<file path="config.mk">
export PLATFORM = sky130hd
export DESIGN_NAME = smp_irq_ctrl
export DESIGN_NICKNAME = d
export VERILOG_FILES = /design/src/rtl/irqc_pkg.sv /design/src/rtl/irqc_cpu_bank.sv /design/src/rtl/irqc_glb_bank.sv /design/src/rtl/irqc_lvl_sel.sv /design/src/rtl/smp_irq_ctrl.sv
export SDC_FILE = /design/constraint.sdc
export NUM_CORES = 1
export LEC_CHECK = 0
export BUFFER_PORTS_ARGS = -buffer_cell sky130_fd_sc_hd__buf_4
export CELL_PAD_IN_SITES_DETAIL_PLACEMENT = 0
export CELL_PAD_IN_SITES_GLOBAL_PLACEMENT = 2
export CORE_MARGIN = 5
export CORE_UTILIZATION = 35
export CTS_CLUSTER_DIAMETER = 60
export DETAILED_ROUTE_END_ITERATION = 8
export PLACE_DENSITY_LB_ADDON = 0.1
export SLEW_MARGIN = 10
export SYNTH_ARGS = -nofsm -noshare
export SYNTH_HDL_FRONTEND = slang
export SYNTH_HIERARCHICAL = 1
export SYNTH_SLANG_ARGS = --single-unit
</file>
<file path="constraint.sdc">
create_clock -name clk -period 7.1 [get_ports clk]
set_input_delay 1.42 -clock clk [delete_from_list [all_inputs] [get_ports clk]]
set_output_delay 1.42 -clock clk [all_outputs]
set_load 0.05 [all_outputs]
</file>
<file path="src/rtl/irqc_pkg.sv">
package irqc_pkg;
  localparam int LVL_W = 4;
  localparam int REG_W = 32;

  function automatic logic [LVL_W-1:0] cpu_bit_lvl(input int i);
    if (i >= 1 && i <= 15) return LVL_W'(i);
    if (i == 30) return LVL_W'(14);
    if (i == 31) return LVL_W'(15);
    return '0;
  endfunction

  function automatic logic [LVL_W-1:0] dev_bit_lvl(input int i);
    if (i == 31) return LVL_W'(15);
    return LVL_W'((i % 15) + 1);
  endfunction

  function automatic logic [LVL_W-1:0] cpu_max(input logic [REG_W-1:0] v);
    logic [LVL_W-1:0] m;
    m = '0;
    for (int i = 0; i < REG_W; i++)
      if (v[i] && cpu_bit_lvl(i) > m) m = cpu_bit_lvl(i);
    return m;
  endfunction

  function automatic logic [LVL_W-1:0] dev_max(input logic [REG_W-1:0] v);
    logic [LVL_W-1:0] m;
    m = '0;
    for (int i = 0; i < REG_W; i++)
      if (v[i] && dev_bit_lvl(i) > m) m = dev_bit_lvl(i);
    return m;
  endfunction
endpackage

</file>
<file path="src/rtl/irqc_cpu_bank.sv">
module irqc_cpu_bank #(
  parameter int DW = 32
) (
  input  logic          clk,
  input  logic          rst,
  input  logic          wr_clr,
  input  logic          wr_set,
  input  logic [DW-1:0] wdata,
  output logic [DW-1:0] pend
);
  always_ff @(posedge clk) begin
    if (rst)         pend <= '0;
    else if (wr_set) pend <= pend | wdata;
    else if (wr_clr) pend <= pend & ~wdata;
  end


  set_ones_chk: assert property (@(posedge clk) disable iff (rst)
    wr_set |=> (pend & $past(wdata)) == $past(wdata));

  set_zeros_chk: assert property (@(posedge clk) disable iff (rst)
    wr_set |=> (pend & ~$past(wdata)) == ($past(pend) & ~$past(wdata)));

  clr_ones_chk: assert property (@(posedge clk) disable iff (rst)
    wr_clr |=> (pend & $past(wdata)) == '0);
endmodule

</file>
<file path="src/rtl/irqc_glb_bank.sv">
module irqc_glb_bank #(
  parameter int DW    = 32,
  parameter int TGT_W = 2
) (
  input  logic             clk,
  input  logic             rst,
  input  logic             wr_mclr,
  input  logic             wr_mset,
  input  logic             wr_tgt,
  input  logic [DW-1:0]    wdata,
  output logic [DW-1:0]    mask,
  output logic [TGT_W-1:0] tgt
);
  always_ff @(posedge clk) begin
    if (rst) begin
      mask <= '1;
      tgt  <= '0;
    end else begin
      if (wr_mset)      mask <= mask | wdata;
      else if (wr_mclr) mask <= mask & ~wdata;
      if (wr_tgt)       tgt  <= wdata[TGT_W-1:0];
    end
  end


  mask_set_chk: assert property (@(posedge clk) disable iff (rst)
    wr_mset |=> (mask & $past(wdata)) == $past(wdata));

  mask_clr_chk: assert property (@(posedge clk) disable iff (rst)
    wr_mclr |=> (mask & $past(wdata)) == '0);

  tgt_hold_chk: assert property (@(posedge clk) disable iff (rst)
    !wr_tgt |=> tgt == $past(tgt));
endmodule

</file>
<file path="src/rtl/irqc_lvl_sel.sv">
module irqc_lvl_sel
  import irqc_pkg::*;
#(
  parameter int DW = 32
) (
  input  logic             clk,
  input  logic             rst,
  input  logic [DW-1:0]    pend_cpu,
  input  logic [DW-1:0]    dev_act,
  input  logic             is_tgt,
  output logic [LVL_W-1:0] lvl
);
  logic [LVL_W-1:0] own_l, dev_l, nxt;

  always_comb begin
    own_l = cpu_max(pend_cpu);
    dev_l = is_tgt ? dev_max(dev_act) : '0;
    nxt   = (dev_l > own_l) ? dev_l : own_l;
  end

  always_ff @(posedge clk) begin
    if (rst) lvl <= '0;
    else     lvl <= nxt;
  end


  idle_zero_chk: assert property (@(posedge clk) disable iff (rst)
    (pend_cpu == '0 && (!is_tgt || dev_act == '0)) |=> lvl == '0);

  top_ipi_chk: assert property (@(posedge clk) disable iff (rst)
    pend_cpu[31] |=> lvl == LVL_W'(15));

  mem_err_chk: assert property (@(posedge clk) disable iff (rst)
    (is_tgt && dev_act[31]) |=> lvl == LVL_W'(15));
endmodule

</file>
<file path="src/rtl/smp_irq_ctrl.sv">
module smp_irq_ctrl
  import irqc_pkg::*;
#(
  parameter int NCPU = 4,
  parameter int DW   = 32,
  parameter int AW   = 16
) (
  input  logic                  clk,
  input  logic                  rst,
  input  logic [DW-1:0]         dev_irq,
  input  logic [AW-1:0]         addr,
  input  logic                  wr_en,
  input  logic [DW-1:0]         wr_data,
  output logic [DW-1:0]         rd_data,
  output logic [NCPU*LVL_W-1:0] cpu_lvl
);
  localparam int MAX_CPU  = 4;
  localparam int TGT_W    = 2;
  localparam int BANK_W   = AW - 12;
  localparam int GLB_BANK = MAX_CPU;
  localparam logic [11:0] OFF_PEND = 12'h000;
  localparam logic [11:0] OFF_CLR  = 12'h004;
  localparam logic [11:0] OFF_SET  = 12'h008;
  localparam logic [11:0] OFF_MASK = 12'h004;
  localparam logic [11:0] OFF_MCLR = 12'h008;
  localparam logic [11:0] OFF_MSET = 12'h00C;
  localparam logic [11:0] OFF_TGT  = 12'h010;

  logic [BANK_W-1:0] bank;
  logic [11:0]       off;
  logic              glb_hit;
  logic [DW-1:0]     pend [NCPU];
  logic [DW-1:0]     mask, dev_act, rd_nxt;
  logic [TGT_W-1:0]  tgt;

  assign bank    = addr[AW-1:12];
  assign off     = addr[11:0];
  assign glb_hit = (bank == BANK_W'(GLB_BANK));
  assign dev_act = dev_irq & ~mask;

  for (genvar c = 0; c < NCPU; c++) begin : g_cpu
    logic hit;
    assign hit = (bank == BANK_W'(c));

    irqc_cpu_bank #(.DW(DW)) u_bank (
      .clk    (clk),
      .rst    (rst),
      .wr_clr (wr_en && hit && off == OFF_CLR),
      .wr_set (wr_en && hit && off == OFF_SET),
      .wdata  (wr_data),
      .pend   (pend[c])
    );

    irqc_lvl_sel #(.DW(DW)) u_sel (
      .clk      (clk),
      .rst      (rst),
      .pend_cpu (pend[c]),
      .dev_act  (dev_act),
      .is_tgt   (tgt == TGT_W'(c)),
      .lvl      (cpu_lvl[c*LVL_W +: LVL_W])
    );
  end

  irqc_glb_bank #(.DW(DW), .TGT_W(TGT_W)) u_glb (
    .clk     (clk),
    .rst     (rst),
    .wr_mclr (wr_en && glb_hit && off == OFF_MCLR),
    .wr_mset (wr_en && glb_hit && off == OFF_MSET),
    .wr_tgt  (wr_en && glb_hit && off == OFF_TGT),
    .wdata   (wr_data),
    .mask    (mask),
    .tgt     (tgt)
  );

  always_comb begin
    rd_nxt = '0;
    for (int c = 0; c < NCPU; c++)
      if (bank == BANK_W'(c) && off == OFF_PEND) rd_nxt = pend[c];
    if (glb_hit) begin
      case (off)
        OFF_PEND: rd_nxt = dev_irq;
        OFF_MASK: rd_nxt = mask;
        OFF_TGT:  rd_nxt = DW'(tgt);
        default:  rd_nxt = '0;
      endcase
    end
  end

  always_ff @(posedge clk) begin
    if (rst) rd_data <= '0;
    else     rd_data <= rd_nxt;
  end


  wo_read_zero_chk: assert property (@(posedge clk) disable iff (rst)
    (off == OFF_SET || (glb_hit && off == OFF_MSET)) |=> rd_data == '0);

  stray_bank_chk: assert property (@(posedge clk) disable iff (rst)
    (bank >= BANK_W'(NCPU) && !glb_hit) |=> rd_data == '0);
endmodule

</file>
==> run metrics, run 1 <==
status=completed; crit path launch type=input port; fraction of registers with async set/reset=0%; post-synthesis mux area share=2.93%; Max Fanout on Critical Path=11; max_slew headroom=22.6%; gr usage total=24.3%; Root Driver=clkbuf_16; worst hold slack=between 0.5 and 0.6 ns; Worst Tran Pin Value=1.16 ns; reg-to-reg setup timing slack=2.90 ns; main combinational cell family by area after synthesis=compound AO/OA/AOI/OAI gates; VDD IR max=about 150 uV; Final Hold Violating Endpoints=0; vias in the first global route=12.7k; largest net degree at the start of global routing=71; Worst setup EP type=flip-flop; met2 Use GR=39.2%; Floorplan Core Area=38600 sq um; first-pass GRT wire length=83.0 mm; FP Rows=72; final slew viol count=0; post-CTS sizing=0; I/O pins=131; cell with the most instances after synthesis=dfxtp_1; Cells after Synth=around 1.6k; Final nets=1799; critical path class=input port to flip-flop; Post-Syn Area=13700 sq um; clock sink total=210; Multi-input gate area=8910 sq um; Antenna Nets Post-Route=0; CTS Buf Count=30; clock-pin slew on the worst setup and hold paths=0.06 ns; syn avg cell area=8.59 sq um; DP Wirelength=36.7 mm; Detailed Route Iter0 Violations=1125; Max-Cap Viols=0; met1 Use GR=a little over a third; non-filler cells, final=2239; Synth Area in XOR/XNOR=0%; postcts setup bufs=0; CTS tree=built; Yosys top cell by area=dfxtp_1; post-synth top area share=between 30% and 40%; Area Overhead vs Synth=18.2%; maximum clock path buffer count=3; fin crit period=4.80 ns; Synth Area in Adders=roughly 1.5%; via count=13.1k; Ys Warns=6; leakage=slightly below 0.006 uW; Hold Path Class=flip-flop to flip-flop; top post-synthesis cells by count=dfxtp_1, nand2_1, a21oi_2, a21bo_1, nor2_1; GRT met3 Usage=3.28%; Routability Congestion=0.890; mean number of vias per cell=slightly below 6; Cell variety after synth=70; Power Total=2810 uW; Final Util=about two fifths; setup total negative slack=0 ns; Worst-Skew Late Latency=0.58 ns; H-tree depth=1; syn_nets=1689; period utilization=67.6%; # DRC=0; Post-synth EDFFs=0; top post-synthesis cells by area=dfxtp_1, a21bo_1, a21oi_2, nand2_1, nand3_1; Routed WL=54.6 mm; power per standard cell area=174 nW/um^2; IO Port Bufs=130; #FFs+latches synth=210; clk_skew=0.0225 ns; Inst Count DP=approximately 2.2k; Main synth FF type=dfxtp_1; fill count=3916; drt wl/cell=24.4 um; GR peak layer=met2; die area=43100 sq um; initial antenna violation count=0; share of cells above drive strength 1=between 20% and 30%; # setup viols final=0; Simple-Gate Fraction of Synth Area=approximately a quarter; Antenna Diode Count=0; Initial Utilization=35.3%; fmax=0.208 GHz; global route total overflow=0; width of the chip=208 um; Die Y=between 200 and 250 um; drt pass-1 iters=6; Compound-Gate Fraction of Synth Area=36.1%; WP data arrival=5.25 ns; Seq/Total Area, Yosys=30.8%; Reg area=4200 sq um; CP required=around 7.6 ns; Hold Buf Count CTS=0; unrepaired setup endpoints after global routing=false
logic make-up after synthesis:
family | Yosys count
AO/OA/AOI/OAI | 574
multiplexers | 36
adder cells (fa/ha/maj) | 16
AND/OR/NAND/NOR | 628
flip-flops | 210
buffers and inverters | 126
report_power, final:
part / internal, uW / leakage (uW) / switching [uW] / total (uW)
sequential: 1180 / 0.00169 / 0.0244 / 1180
combinational: 47.0 / 0.00370 / 103 / 150
clock: 885 / 0.000488 / 596 / 1480
total: 2110 / 0.00588 / 699 / 2810
through the flow:
stage | instance area [sq um] | setup slack, ns
finish | 16100 | 2.30
global route | 16100 | 2.11
CTS | 16100 | 2.38
detailed placement | 15200 | 1.80
global placement | 15200 | 1.87
floorplan | 13700 | 2.08
cell usage in the layout (no fill, tap or decap), types with 6 or more instances in the layout:
cell       count
dfxtp_1      210
nand2_1      173
buf_4        166
a21oi_2      124
a21bo_1      112
nor2_1       103
nand3_1       96
nor3_1        74
a21oi_1       56
nor2b_1       53
a211o_1       42
o21ai_0       40
inv_1         37
mux2_2        32
a221o_1       32
o22ai_1       31
clkbuf_16     30
a21bo_2       16
ha_1          16
nor4_1        14
o31a_1        12
o311a_1       12
o211ai_1      12
nor2b_2        9
clkbuf_8       8
or4_1          8
o2111a_1       8
a211oi_1       8
nor4b_1        8
nor4_4         7
nand2b_1       6
or3_1          6
nor4_2         6
o31ai_1        6
critical path, cell delays in order:
cell      delay, ns
buf_4          0.09
nor2b_2        0.71
buf_4          0.31
o311ai_2       0.17
a211o_1        0.39
a21oi_2        0.16
o221ai_2       0.14
and3b_4        0.22
o41ai_4        0.41
ha_1           0.22
nor2b_1        0.04
o21ai_0        0.15
nand2b_1       0.07
a21oi_1        0.30
nor2_1         0.16
a41o_1         0.26
routing by layer:
metal / vias up / share of wire, %
li1: 6204 / -
met3: 65 / 5.5
met2: 422 / 46
met4: 0 / 2.2
met1: 6432 / 47
met5: - / 0
path summary, 6_finish.rpt:
path | from | end | depth (start not counted)
setup / recovery | dev_irq[3] | g_cpu[3].u_sel/lvl[1] | 16
hold / removal | flip-flop | rd_data[22] | 2
setup reg to reg | flip-flop | g_cpu[3].u_sel/lvl[1] | 15
hold reg to reg | flip-flop | rd_data[22] | 2
layout make-up:
type                            count  area share (%)
Multi-Input combinational cell   1254            55.2
Sequential cell                   210            26.0
Timing Repair Buffer              167            7.80
Clock buffer                       40            5.31
Tap cell                          518            4.01
Inverter                           37           0.860
Clock inverter                     13           0.775
(Power assumes the default switching activity.)
==> run 2: changes to the inputs <==
==> constraint.sdc (replaced) <==
create_clock -name clk -period 4.9 [get_ports clk]
set_input_delay 0.98 -clock clk [delete_from_list [all_inputs] [get_ports clk]]
set_output_delay 0.98 -clock clk [all_outputs]
set_load 0.05 [all_outputs]
==> run 2 against run 1 <==
Compared with the run above:
- via count rose by 0.23%
- wire length fell by 1.8%
- utilization rose by 0.47 points
- global-route usage fell by 0.44 points
- flip-flop and latch count did not move
- sequential share of layout area fell by 0.29 points
- design area rose by 1.1%
- combinational power rose by 46%
- count of clock-buffer cells in the layout rose by 1
- non-clock buffer count rose by 18
- critical path depth rose by 1
- highest routed layer is now met5
==> run metrics, run 2 (synthesis results as in run 1) <==
critical path class=input port to flip-flop; Hold Path Class=flip-flop to flip-flop; Max Fanout on Critical Path=18; Final nets=approximately 1.8k; vias in the first global route=13.0k; setup total negative slack=0 ns; leakage=0.00598 uW; Worst setup EP type=flip-flop; Antenna Diode Count=0; maximum clock path buffer count=3; first-pass GRT wire length=81.8 mm; most common cell after layout, fill and taps aside=dfxtp_1; H-tree depth=1; drt pass-1 iters=6; largest net degree at the start of global routing=68; clock-pin slew on the worst setup and hold paths=~0.06 ns; VDD IR max=291 uV; IO Port Bufs=between 100 and 150; CP Launch Point=dev_irq[9]; Worst-Skew Late Latency=0.59 ns; post-CTS sizing=0; gr usage total=23.9%; width of the chip=between 200 and 250 um; Reg2Reg Depth=16; share of cells above drive strength 1=27.8%; Initial Utilization=35.3%; DP Wirelength=between 30 and 40 mm; Final Hold Violating Endpoints=0; status=completed; final slew viol count=0; Worst setup endpoint=g_cpu[0].u_sel/lvl[1]; drt wl/cell=23.8 um; Inst Count DP=2204; global route total overflow=0; non-filler cells, final=between 2k and 2.5k; Routed WL=approximately 54 mm; # DRC=0; Root Driver=clkbuf_16; I/O pins=131; Detailed Route Iter0 Violations=between 1k and 1.5k; most frequent cells in the layout=dfxtp_1, buf_4, nand2_1; postcts setup bufs=0; die area=43100 sq um; Die Y=208 um; CP required=5.38 ns; FP Rows=72; CTS tree=built; via count=13.2k; Hold Buf Count CTS=0; fmax=around 0.24 GHz; Floorplan Core Area=38600 sq um; crit path launch type=input port; initial antenna violation count=1; Worst Tran Pin Value=around 1 ns; Max-Cap Viols=0; period utilization=85.4%; mean number of vias per cell=between 5 and 6; r2r endpoint=g_cpu[0].u_sel/lvl[1]; Area Overhead vs Synth=19.6%; clock sink total=210; Routability Congestion=0.831; WP data arrival=about 4.7 ns; CTS Buf Count=30; power per standard cell area=249 nW/um^2; max_slew headroom=between 30% and 40%; fin crit period=4.18 ns; # setup viols final=0; worst hold slack=0.510 ns; reg-to-reg setup timing slack=0.84 ns; clk_skew=0.0260 ns; unrepaired setup endpoints after global routing=false; Antenna Nets Post-Route=0
[run 2: changes by cell type in the layout (fill, tap and decap cells not counted)]
cell,change
buf_4,+13
buf_12,+5
clkbuf_1,+3
nor2b_1,+3
nor2b_2,-3
clkbuf_8,-2
clkinv_16,+1
clkinv_2,+1
clkinv_8,-1
inv_8,-1
[run 2: layout make-up]
| cell class | count | area (sq um) |
|---|---|---|
| inverter | 37 | 139 |
| tap | 518 | 648 |
| timing repair buffer | 185 | 1460 |
| multi-input combinational | 1254 | 8910 |
| clock buffer | 41 | 842 |
| clock inverter | 13 | 133 |
| fill | 3883 | 22300 |
| sequential | 210 | 4200 |
[run 2: critical path, stage by stage]
cell and delay [ns]:
buf_4 0.08, nor2b_2 0.76, buf_4 0.27, nor2_1 0.07, o311a_1 0.15, o211ai_1 0.24
nand2_1 0.08, o211ai_1 0.33, a21oi_2 0.12, o41ai_4 0.35, ha_1 0.21, nor2b_1 0.05
o21ai_0 0.16, nand2b_1 0.07, a21oi_1 0.31, nor2_1 0.16, a41o_1 0.27
[run 2: worst min-delay path by stage]
stage	startpoint	end	cells after the start
after detailed placement	flip-flop	rd_data[11]	2
after global routing	flip-flop	rd_data[20]	2
after global placement	flip-flop	flip-flop	1
final	flip-flop	rd_data[11]	2
after floorplan	flip-flop	rd_data[30]	2
after CTS	flip-flop	rd_data[11]	2
[run 2: power breakdown]
part / internal (uW) / leakage, uW / switching (uW)
registers: 1710 / 0.00169 / 0.0376
logic: 68.1 / 0.00381 / 151
clock network: 1260 / 0.000480 / 873
total: 3040 / 0.00598 / 1020
[run 2: routing by layer]
metal | up-vias | part of all wire [%] | routed length [um] | GRT usage (%)
met5 | - | 0.024 | 13 | 0
met4 | 2 | 2.5 | 1360 | 6.38
met3 | 86 | 5.4 | 2880 | 3.58
met2 | 431 | 46 | 24700 | 39.3
met1 | 6400 | 46 | 24700 | 32.8
li1 | 6234 | - | - | -
[run 2: per-stage QoR]
stage               power, uW  util, %  instance area, sq um  setup slack [ns]
global route             4200     42.3                 16300             0.498
finish                   4060     42.3                 16300             0.718
global placement         1960     39.7                 15400             0.273
detailed placement       1960     39.7                 15400             0.211
floorplan                1820        -                 13700             0.317
CTS                      4100     42.3                 16300             0.803
